File: config.mk
export PLATFORM = sky130hd
export DESIGN_NAME = single_vector_irq
export DESIGN_NICKNAME = d
export VERILOG_FILES = /design/src/rtl/irqPkg.sv /design/src/rtl/irq_datapath.sv /design/src/rtl/irq_control.sv /design/src/rtl/single_vector_irq.sv
export SDC_FILE = /design/constraint.sdc
export NUM_CORES = 1
export LEC_CHECK = 0
export ABC_AREA = 1
export BUFFER_PORTS_ARGS = -buffer_cell sky130_fd_sc_hd__buf_2
export CORE_MARGIN = 1
export CORE_UTILIZATION = 30
export CTS_BUF_LIST = sky130_fd_sc_hd__clkbuf_8
export DETAILED_ROUTE_END_ITERATION = 8
export SLEW_MARGIN = 20
export SYNTH_ARGS = -nofsm -noshare
export SYNTH_HDL_FRONTEND = slang
export SYNTH_SLANG_ARGS = --single-unit
File: constraint.sdc
create_clock -name clk -period 0.95 [get_ports clk]
set_input_delay 0.095 -clock clk [delete_from_list [all_inputs] [get_ports clk]]
set_output_delay 0.095 -clock clk [all_outputs]
set_load 0.03 [all_outputs]
File: src/rtl/irqPkg.sv
package irqPkg;
  localparam int BIT_GIE  = 0;
  localparam int BIT_ENI  = 1;
  localparam int BIT_IPND = 3;
  localparam int BIT_ENTI = 4;
  localparam int BIT_TPND = 5;

  typedef struct packed {
    logic hwTake;
    logic swTake;
    logic clrGie;
    logic setGie;
  } ctrlStrobe_t;
endpackage

File: src/rtl/irq_datapath.sv
module irq_datapath
  import irqPkg::*;
#(
  parameter int SYNC_STAGES = 2
) (
  input  logic        clk,
  input  logic        rstN,
  input  logic        extPin,
  input  logic        timerEvent,
  input  logic        statusWrEn,
  input  logic [7:0]  statusWrData,
  input  logic        edgeWrEn,
  input  logic        edgeWrData,
  input  ctrlStrobe_t strobe,
  output logic        hwReq,
  output logic [7:0]  statusOut,
  output logic        edgeSelOut
);
  localparam logic [7:0] HELD_MASK = 8'((1 << BIT_GIE) | (1 << BIT_ENI) |
    (1 << BIT_IPND) | (1 << BIT_ENTI) | (1 << BIT_TPND));

  logic [SYNC_STAGES-1:0] syncQ;
  logic prevQ;
  logic edgeSelQ;
  logic extEdge;
  logic [7:0] statQ, nextStat;

  // pin synchroniser, depth chosen by parameter
  genvar i;
  generate
    for (i = 0; i < SYNC_STAGES; i++) begin : g_sync
      always_ff @(posedge clk) begin
        if (!rstN) syncQ[i] <= 1'b0;
        else if (i == 0) syncQ[i] <= extPin;
        else syncQ[i] <= syncQ[(i == 0) ? 0 : i-1];
      end
    end
  endgenerate

  always_ff @(posedge clk) begin
    if (!rstN) begin
      prevQ    <= 1'b0;
      edgeSelQ <= 1'b0;
      statQ    <= 8'h00;
    end else begin
      prevQ <= syncQ[SYNC_STAGES-1];
      if (edgeWrEn) edgeSelQ <= edgeWrData;
      statQ <= nextStat;
    end
  end

  assign extEdge = edgeSelQ ? (syncQ[SYNC_STAGES-1] & ~prevQ)
                            : (~syncQ[SYNC_STAGES-1] & prevQ);

  always_comb begin
    nextStat = (statusWrEn ? statusWrData : statQ) & HELD_MASK;
    nextStat[BIT_IPND] = nextStat[BIT_IPND] | extEdge;
    nextStat[BIT_TPND] = nextStat[BIT_TPND] | timerEvent;
    if (strobe.clrGie)      nextStat[BIT_GIE] = 1'b0;
    else if (strobe.setGie) nextStat[BIT_GIE] = 1'b1;
  end

  assign hwReq = statQ[BIT_GIE] &
                 ((statQ[BIT_ENI] & statQ[BIT_IPND]) |
                  (statQ[BIT_ENTI] & statQ[BIT_TPND]));
  assign statusOut  = statQ;
  assign edgeSelOut = edgeSelQ;
endmodule

File: src/rtl/irq_control.sv
module irq_control
  import irqPkg::*;
(
  input  logic        clk,
  input  logic        rstN,
  input  logic        boundary,
  input  logic        trapFetch,
  input  logic        retStrobe,
  input  logic        hwReq,
  output ctrlStrobe_t strobe,
  output logic        hwAck,
  output logic        swAck,
  output logic        pushPc
);
  always_comb begin
    strobe.hwTake = boundary & hwReq;
    strobe.swTake = trapFetch & ~hwReq;
    strobe.clrGie = strobe.hwTake;
    strobe.setGie = retStrobe & ~strobe.hwTake;
  end

  always_ff @(posedge clk) begin
    if (!rstN) begin
      hwAck  <= 1'b0;
      swAck  <= 1'b0;
      pushPc <= 1'b0;
    end else begin
      hwAck  <= strobe.hwTake;
      swAck  <= strobe.swTake;
      pushPc <= strobe.hwTake | strobe.swTake;
    end
  end
endmodule

File: src/rtl/single_vector_irq.sv
module single_vector_irq
  import irqPkg::*;
#(
  parameter int          SYNC_STAGES = 2,
  parameter int          ADDR_W      = 15,
  parameter logic [14:0] VECTOR_ADDR = 15'h00FF
) (
  input  logic              clk,
  input  logic              rstN,
  input  logic              extPin,
  input  logic              timerEvent,
  input  logic              trapFetch,
  input  logic              retStrobe,
  input  logic              boundary,
  input  logic              statusWrEn,
  input  logic [7:0]        statusWrData,
  input  logic              edgeWrEn,
  input  logic              edgeWrData,
  output logic [7:0]        statusOut,
  output logic              edgeSelOut,
  output logic              hwAck,
  output logic              swAck,
  output logic              pushPc,
  output logic [ADDR_W-1:0] vectorAddr
);
  ctrlStrobe_t strobe;
  logic hwReq;

  irq_datapath #(.SYNC_STAGES(SYNC_STAGES)) u_dp (
    .clk(clk), .rstN(rstN), .extPin(extPin), .timerEvent(timerEvent),
    .statusWrEn(statusWrEn), .statusWrData(statusWrData),
    .edgeWrEn(edgeWrEn), .edgeWrData(edgeWrData), .strobe(strobe),
    .hwReq(hwReq), .statusOut(statusOut), .edgeSelOut(edgeSelOut)
  );

  irq_control u_ctl (
    .clk(clk), .rstN(rstN), .boundary(boundary), .trapFetch(trapFetch),
    .retStrobe(retStrobe), .hwReq(hwReq), .strobe(strobe),
    .hwAck(hwAck), .swAck(swAck), .pushPc(pushPc)
  );

  assign vectorAddr = ADDR_W'(VECTOR_ADDR);
endmodule

==> results of run 1 <==
==> state kept, by name (all words and copies together), names as in the netlist <==
register	flops
u_dp.statusOut	5
u_dp.syncQ	2
u_ctl.hwAck	1
u_ctl.pushPc	1
u_ctl.swAck	1
u_dp.edgeSelOut	1
u_dp.prevQ	1
==> per-layer routing <==
metal	up-vias	track usage, %
li1	253	-
met1	183	12.29
met2	30	12.50
met3	0	7.059
met4	0	1.714
met5	-	0
==> cell type report <==
cell class / count / area [um^2] / area share [%]
clock buffer: 4 / 55.05 / 7.639
inverter: 14 / 52.55 / 7.292
multi-input combinational: 53 / 219.0 / 30.38
sequential: 12 / 245.2 / 34.03
tap: 25 / 31.28 / 4.340
timing repair buffer: 23 / 117.6 / 16.32
==> worst min path at each step <==
| stage | endpoint | slack (ns) | cells past startpoint |
|---|---|---|---|
| 6_report | u_dp.syncQ[0]$_SDFF_PN0_ | 0.04 | 3 |
| 2_1_floorplan | u_dp.syncQ[0]$_SDFF_PN0_ | 0.19 | 2 |
| 3_5_place_dp | u_dp.syncQ[0]$_SDFF_PN0_ | 0.28 | 3 |
| 3_3_place_gp | u_dp.syncQ[0]$_SDFF_PN0_ | 0.28 | 3 |
| 4_1_cts | u_dp.syncQ[0]$_SDFF_PN0_ | 0.03 | 3 |
| 5_1_grt | u_dp.syncQ[0]$_SDFF_PN0_ | 0.03 | 3 |
==> report_power, final <==
part / leakage (nW) / internal (W) / total (W) / switching (W)
Combinational: 0.310 / 0.0000608 / 0.000256 / 0.000196
Clock: 0.0288 / 0.000365 / 0.000535 / 0.000170
Sequential: 0.100 / 0.000536 / 0.000553 / 0.0000171
Total: 0.439 / 0.000962 / 0.00134 / 0.000383
==> cell usage after synthesis, drive strengths merged <==
cell type	n
a21oi	3
buf	19
conb	2
dfxtp	12
inv	14
nand2	16
nand3	4
nand3b	1
nand4	1
nor2	8
o21ai	2
==> logic make-up after synthesis <==
| logic type | synth area share, % |
|---|---|
| buffers and inverters | 33.26 |
| AO/OA/AOI/OAI | 4.183 |
| other | 1.256 |
| AND/OR/NAND/NOR | 21.13 |
| flip-flops | 40.17 |
==> per-stage QoR <==
stage	setup WS, ns	std cells	hold WS [ns]	cell area (um^2)
2_1_floorplan	0.03669	98	0.1926	663.1
3_3_place_gp	0.1981	127	0.2772	663.1
3_5_place_dp	0.1676	127	0.2819	663.1
4_1_cts	0.02942	131	0.03207	718.2
5_1_grt	0.02376	131	0.03021	720.7
6_report	0.06709	131	0.04197	720.7
==> impl_metrics.toml, run 1 <==
[clocking]
root_buffer = "clkbuf_8"
clk_latency_ns = 0.23
clk_pin_slew_worst_paths_ns = 0.05
numCtsBuffers = 3
postCtsSetupBuffers = 0
ctsHoldBuffers = 0
cts_buffer_depth = 2
cts_max_level = 1
cts_tree = "built"
cts_resized = 0
clock-sinks = 12

[logic_synthesis]
syn_inst = 82
synth_area_leaders = "dfxtp_1, buf_4, nand2_1"
yosys.area.top_type_share_pct = 40.17
yosys.area.top_type = "dfxtp_1"
ys_warn_count = 0
ys_seq_elements = 12
ys_types = 14
seq_area_frac_synth_pct = 40.17
synth.avg_cell_area_um2 = 7.294
syn_area_um2 = 598.1

[place]
port_buffers = 23
hpwl_um = 733.8
place_congestion = 0.6617

[finish]
antenna_cells = 0
area_growth_pct = 20.50
fill_cells = 198
nNetsFinal = 125
final_cell_mix = "buf_2, conb_1, nand2_1, inv_1"
final_common_cell = "buf_2"
drive_above_1_share_pct = 31.13
final_util_pct = 40.00

[worst_setup_path]
slowest_delay_ns = 0.37
critPathCaptureType = "primary output"
reg2reg_depth = 5
path_depth = 1
arrival_ns = 0.79
critPathKind = "reg2out"
cp_max_fo = 4
critPathLaunch = "u_dp.statusOut[0]$_SDFFE_PP0P_"
crit_path_end = "statusOut[0]"
crit_chain = "buf_4"
start_kind = "flip-flop"
crit_path_top_delay_cell = "dfxtp_1"
rrSetupSlack_ns = 0.17
r2r-start = "u_dp.statusOut[5]$_SDFF_PN0_"
crit-reg2reg-capture = "u_ctl.pushPc$_SDFF_PN0_"
crit_required_ns = 0.85
path_buf_inv = 1
cp_top_family = "flip-flops"

[floorplanning]
die_area_um2 = 2176
ios = 45
fp.coreArea_um2 = 1802
die_w_um = 46.65
die_y_um = 46.65
row_count = 15
start_util_pct = 33.19

[global_route]
first_global_vias = 325
grt_start_max_net_pins = 11
overflow = 0
grt_use_total_pct = 9.455
grt_first_pass_wirelength_um = 1373
antenna_found_initial = 0

[power_and_ir_drop]
power.leakage_nw = 0.4387
ir_drop_mv = 1.106
power_w = 0.001345
power.density_nw_per_um2 = 1866

[detailed_routing]
wl_um = 894
wl_met2_um = 385
wl_met1_um = 408
drc = 0
top_layer = "met3"
avgRoutedWirePerCell_um = 6.824
num_vias = 466
vias_per_cell = 3.557
dr.pass1.iters = 2
wl_met3_um = 100
drt-initial-drc-count = 3
antenna_left = 0

[sta]
hold_viol_final = 0
fin_crit_sh_pct = 92.94
final-setup-viol-count = 0
min_period_ns = 0.8829
fmaxAchievable_mhz = 1133
rsz0062_at_grt = "false"
skew_ns = 0.0002168
fin_tns_setup_ns = 0
slew_viol_final = 0

[hold_path]
min_from = "extPin"
min_path_type = "in2reg"

[run_status]
status = "finished clean"

[run]
maxCapViolCount = 0
(Power assumes the default switching activity.)
==> run 2, diff against run 1 <==
- CTS_CLUSTER_SIZE: default -> 10
- RECOVER_POWER: default -> 25
==> run 2 against run 1 <==
Compared with the run above:
- register-to-register slack barely moved
- flip-flop and latch count did not move
- worst hold slack barely moved
- core utilization fell by 0.21 points
- total power fell by 0.15%
- maximum frequency fell by 0.18%
- die area did not move
- clock power barely moved
- cell count did not move
- clock skew barely moved
- critical path type unchanged
- largest cell class unchanged
==> impl_metrics.toml, run 2 (synthesis results as in run 1) <==
[place]
place_ws_ns = 0.1676
hpwl_um = 733.8
placedCellCount = 127
port_buffers = 23
place_congestion = 0.6617

[run_status]
status = "finished clean"

[worst_setup_path]
crit_path_top_delay_cell = "dfxtp_1"
cp_top_family = "flip-flops"
start_kind = "flip-flop"
crit_chain = "buf_4"
path_buf_inv = 1
slowest_delay_ns = 0.37
critPathKind = "reg2out"
arrival_ns = 0.79
critPathCaptureType = "primary output"
cp_max_fo = 4
crit_required_ns = 0.85

[sta]
final-setup-viol-count = 0
skew_ns = 0.0003738
fin_tns_setup_ns = 0
fin_crit_sh_pct = 93.10
fmaxAchievable_mhz = 1131
hold_viol_final = 0
final.setup.worst_slack_ns = 0.06552
min_period_ns = 0.8845
slew_viol_final = 0
rsz0062_at_grt = "false"

[detailed_routing]
vias_per_cell = 3.550
wl_um = 894
dr.pass1.iters = 2
avgRoutedWirePerCell_um = 6.824
num_vias = 465
drc = 0
drt-initial-drc-count = 3
antenna_left = 0

[power_and_ir_drop]
power.density_nw_per_um2 = 1873
ir_drop_mv = 1.105
power_w = 0.001343
power.leakage_nw = 0.4354

[floorplanning]
ios = 45
row_count = 15
start_util_pct = 33.19
die_area_um2 = 2176
die_y_um = 46.65
fp.coreArea_um2 = 1802
die_w_um = 46.65

[global_route]
first_global_vias = 325
overflow = 0
antenna_found_initial = 0
grt_first_pass_wirelength_um = 1373
grt_use_total_pct = 9.455
grt_start_max_net_pins = 11

[finish]
largest_reg_flops = 5
fill_cells = 198
final_cell_mix = "buf_2, conb_1, nand2_1, inv_1, dfxtp_1"
drive_above_1_share_pct = 28.30
nNetsFinal = 125
instances_no_fill = 131
area_growth_pct = 19.87
final_common_cell = "buf_2"
antenna_cells = 0

[clocking]
clock-sinks = 12
root_buffer = "clkbuf_8"
clk_latency_ns = 0.23
clk_pin_slew_worst_paths_ns = 0.05
numCtsBuffers = 3
postCtsSetupBuffers = 0
cts_tree = "built"
cts_max_level = 1
cts_buffer_depth = 2

[run]
maxCapViolCount = 0

[hold_path]
min_path_type = "in2reg"
[run 2: changes by cell type in the layout (fill, tap and decap cells not counted)]
cell      delta
buf_2        -1
clkbuf_1     +1
dfxtp_1      +2
dfxtp_2      -2
[run 2: area by class of cell]
class	instances	area (um^2)	area share (%)
clock buffers	4	55.05	7.679
inverters	14	52.55	7.330
multi-input cells	53	219.0	30.54
flip-flops and latches	12	242.7	33.86
well taps	25	31.28	4.363
repair buffers	23	116.4	16.23
[run 2: power by group]
| group | total (W) | switching, W | internal [W] |
|---|---|---|---|
| Combinational | 0.000255 | 0.000195 | 0.0000600 |
| Sequential | 0.000552 | 0.0000171 | 0.000535 |
| Clock | 0.000535 | 0.000170 | 0.000365 |
| Total | 0.00134 | 0.000383 | 0.000960 |
[run 2: final timing paths]
path	startpoint	end	slack (ns)	cells past startpoint
max	u_dp.statusOut[0]$_SDFFE_PP0P_	statusOut[0]	0.07	1
min	extPin	u_dp.syncQ[0]$_SDFF_PN0_	0.04	3
max reg2reg	u_dp.statusOut[5]$_SDFF_PN0_	u_ctl.pushPc$_SDFF_PN0_	0.16	5
min reg2reg	u_dp.syncQ[0]$_SDFF_PN0_	u_dp.syncQ[1]$_SDFF_PN0_	0.41	2
[run 2: metal layers]
layer / up-vias / part of all wire [%] / GRT usage (%)
met1: 181 / 46 / 12.29
met3: 0 / 11 / 7.059
li1: 254 / - / -
met2: 30 / 43 / 12.50
met4: 0 / 0 / 1.714
met5: - / 0 / 0
[run 2: through the flow]
stage | cell area, um^2 | hold slack, ns | util [%]
after floorplan | 663.1 | 0.1926 | -
after global placement | 663.1 | 0.2772 | 36.81
after detailed placement | 663.1 | 0.2819 | 36.81
after CTS | 718.2 | 0.03207 | 39.86
after global routing | 716.9 | 0.03021 | 39.79
final | 716.9 | 0.04183 | 39.79
[run 2: repair_timing]
action | 4_1_cts | 5_1_grt
setup endpoints to repair | 0 | 1
hold buffers | 0 | 0
resized for setup | 0 | 2
==> run 3, diff against run 2 <==
- PLACE_DENSITY: default -> 0.69
==> run 3 against run 2 <==
Compared with the run above:
- first-iteration DRC count increased by 100%
- final area decreased by 2.3%
- clock power decreased by 17%
- maximum frequency decreased by 1.9%
- largest power group unchanged
==> impl_metrics.toml, run 3 (synthesis results as in run 1) <==
[power_and_ir_drop]
p_sw_w = 0.0003783
power.leakage_nw = 0.4278
switching_share_pct = 30.27
ir_drop_mv = 1.088
p_int_w = 0.0008713
combPwrFrac_pct = 20.4
pwr-share-clk_pct = 35.5
seq_power_share_pct = 44.1
power.density_nw_per_um2 = 1783

[worst_setup_path]
critPathKind = "reg2out"
critPathCaptureType = "primary output"
crit_path_top_delay_cell = "dfxtp_1"
cp_top_family = "flip-flops"
crit_chain = "buf_2"
path_buf_inv = 1
slowest_delay_ns = 0.36
reg2reg_depth = 5
crit_required_ns = 0.85
start_kind = "flip-flop"
cp_max_fo = 4
path_depth = 1
arrival_ns = 0.81

[clocking]
cts_resized = 0
cts_tree = "built"
cts_max_level = 1
numCtsBuffers = 3
clk_latency_ns = 0.23
postCtsSetupBuffers = 0
cts_buffer_depth = 2
clock-sinks = 12
clk_pin_slew_worst_paths_ns = 0.05
ctsHoldBuffers = 0
root_buffer = "clkbuf_8"

[place]
place_congestion = 0.6566
post_dp_cell_area_um2 = 663.1
hpwl_um = 767.5
port_buffers = 23

[global_route]
grt_start_max_net_pins = 11
antenna_found_initial = 0
first_global_vias = 409
grt_first_pass_wirelength_um = 1566
grt_use_total_pct = 10.82
overflow = 0

[sta]
skew_ns = 0.001703
fmaxAchievable_mhz = 1109
min_period_ns = 0.9017
hold_viol_final = 0
slew_viol_final = 0
fin_crit_sh_pct = 94.91
fin_tns_setup_ns = 0
rsz0062_at_grt = "false"
final-setup-viol-count = 0

[detailed_routing]
wl_um = 937
num_vias = 476
dr.pass1.iters = 2
antenna_left = 0
drt-initial-drc-count = 6
drc = 0
avgRoutedWirePerCell_um = 7.208
vias_per_cell = 3.662

[run]
maxCapViolCount = 0

[floorplanning]
die_area_um2 = 2176
row_count = 15
fp.coreArea_um2 = 1802
ios = 45
start_util_pct = 33.19
die_w_um = 46.65
die_y_um = 46.65

[finish]
largest_reg_flops = 5
final_area_um2 = 700.7
drive_above_1_share_pct = 27.62
area_growth_pct = 17.15
final_util_pct = 38.89
multi_input_area_um2 = 219.0
antenna_cells = 0
nNetsFinal = 125
seq_area_um2 = 242.7
fill_cells = 190
final_cell_mix = "buf_2, conb_1, nand2_1, inv_1, dfxtp_1"
final_common_cell = "buf_2"

[hold_path]
min_path_type = "in2reg"
hold_path_depth = 3

[run_status]
status = "finished clean"
-- run 3: changes by cell type in the layout (fill, tap and decap cells not counted) --
cell and change:
clkbuf_8 -1, buf_4 -1, buf_2 +1
-- run 3: per-layer routing --
layer | vias to the layer above | global-route usage, % | share of wire (%)
li1 | 251 | - | -
met4 | 0 | 3.429 | 0.96
met5 | - | 0 | 0
met1 | 190 | 10.17 | 43
met3 | 3 | 7.059 | 11
met2 | 32 | 18.89 | 45
-- run 3: area by class of cell --
cell class / count / share of cell area [%]
inverter: 14 / 7.500
tap: 25 / 4.464
timing repair buffer: 23 / 16.25
clock buffer: 3 / 5.893
multi-input combinational: 53 / 31.25
sequential: 12 / 34.64
-- run 3: worst paths after layout --
path / endpoint / slack (ns) / startpoint
worst max-delay path: statusOut[0] / 0.05 / u_dp.statusOut[0]$_SDFFE_PP0P_
worst min-delay path: u_dp.syncQ[0]$_SDFF_PN0_ / 0.04 / extPin
worst max register to register: u_ctl.pushPc$_SDFF_PN0_ / 0.17 / u_dp.statusOut[4]$_SDFFE_PN0P_
worst min register to register: u_dp.syncQ[1]$_SDFF_PN0_ / 0.42 / u_dp.syncQ[0]$_SDFF_PN0_
-- run 3: power by group through the flow --
stage                     registers (W)  clock network, W  logic, W
after floorplan                0.000610                 0  0.000205
after CTS                      0.000552          0.000463  0.000256
after global routing           0.000555          0.000493  0.000281
after detailed placement       0.000562                 0  0.000256
final                          0.000551          0.000444  0.000255
after global placement         0.000562                 0  0.000253
-- run 3: per-stage QoR --
step	power [W]	cells	setup slack, ns	hold WS, ns
after floorplan	0.0008151	98	0.03669	0.1926
after global placement	0.0008152	127	0.1969	0.2757
after detailed placement	0.0008182	127	0.1952	0.2845
after CTS	0.001272	130	0.03675	0.03757
after global routing	0.001329	130	0.01003	0.02718
final	0.001250	130	0.04834	0.04253
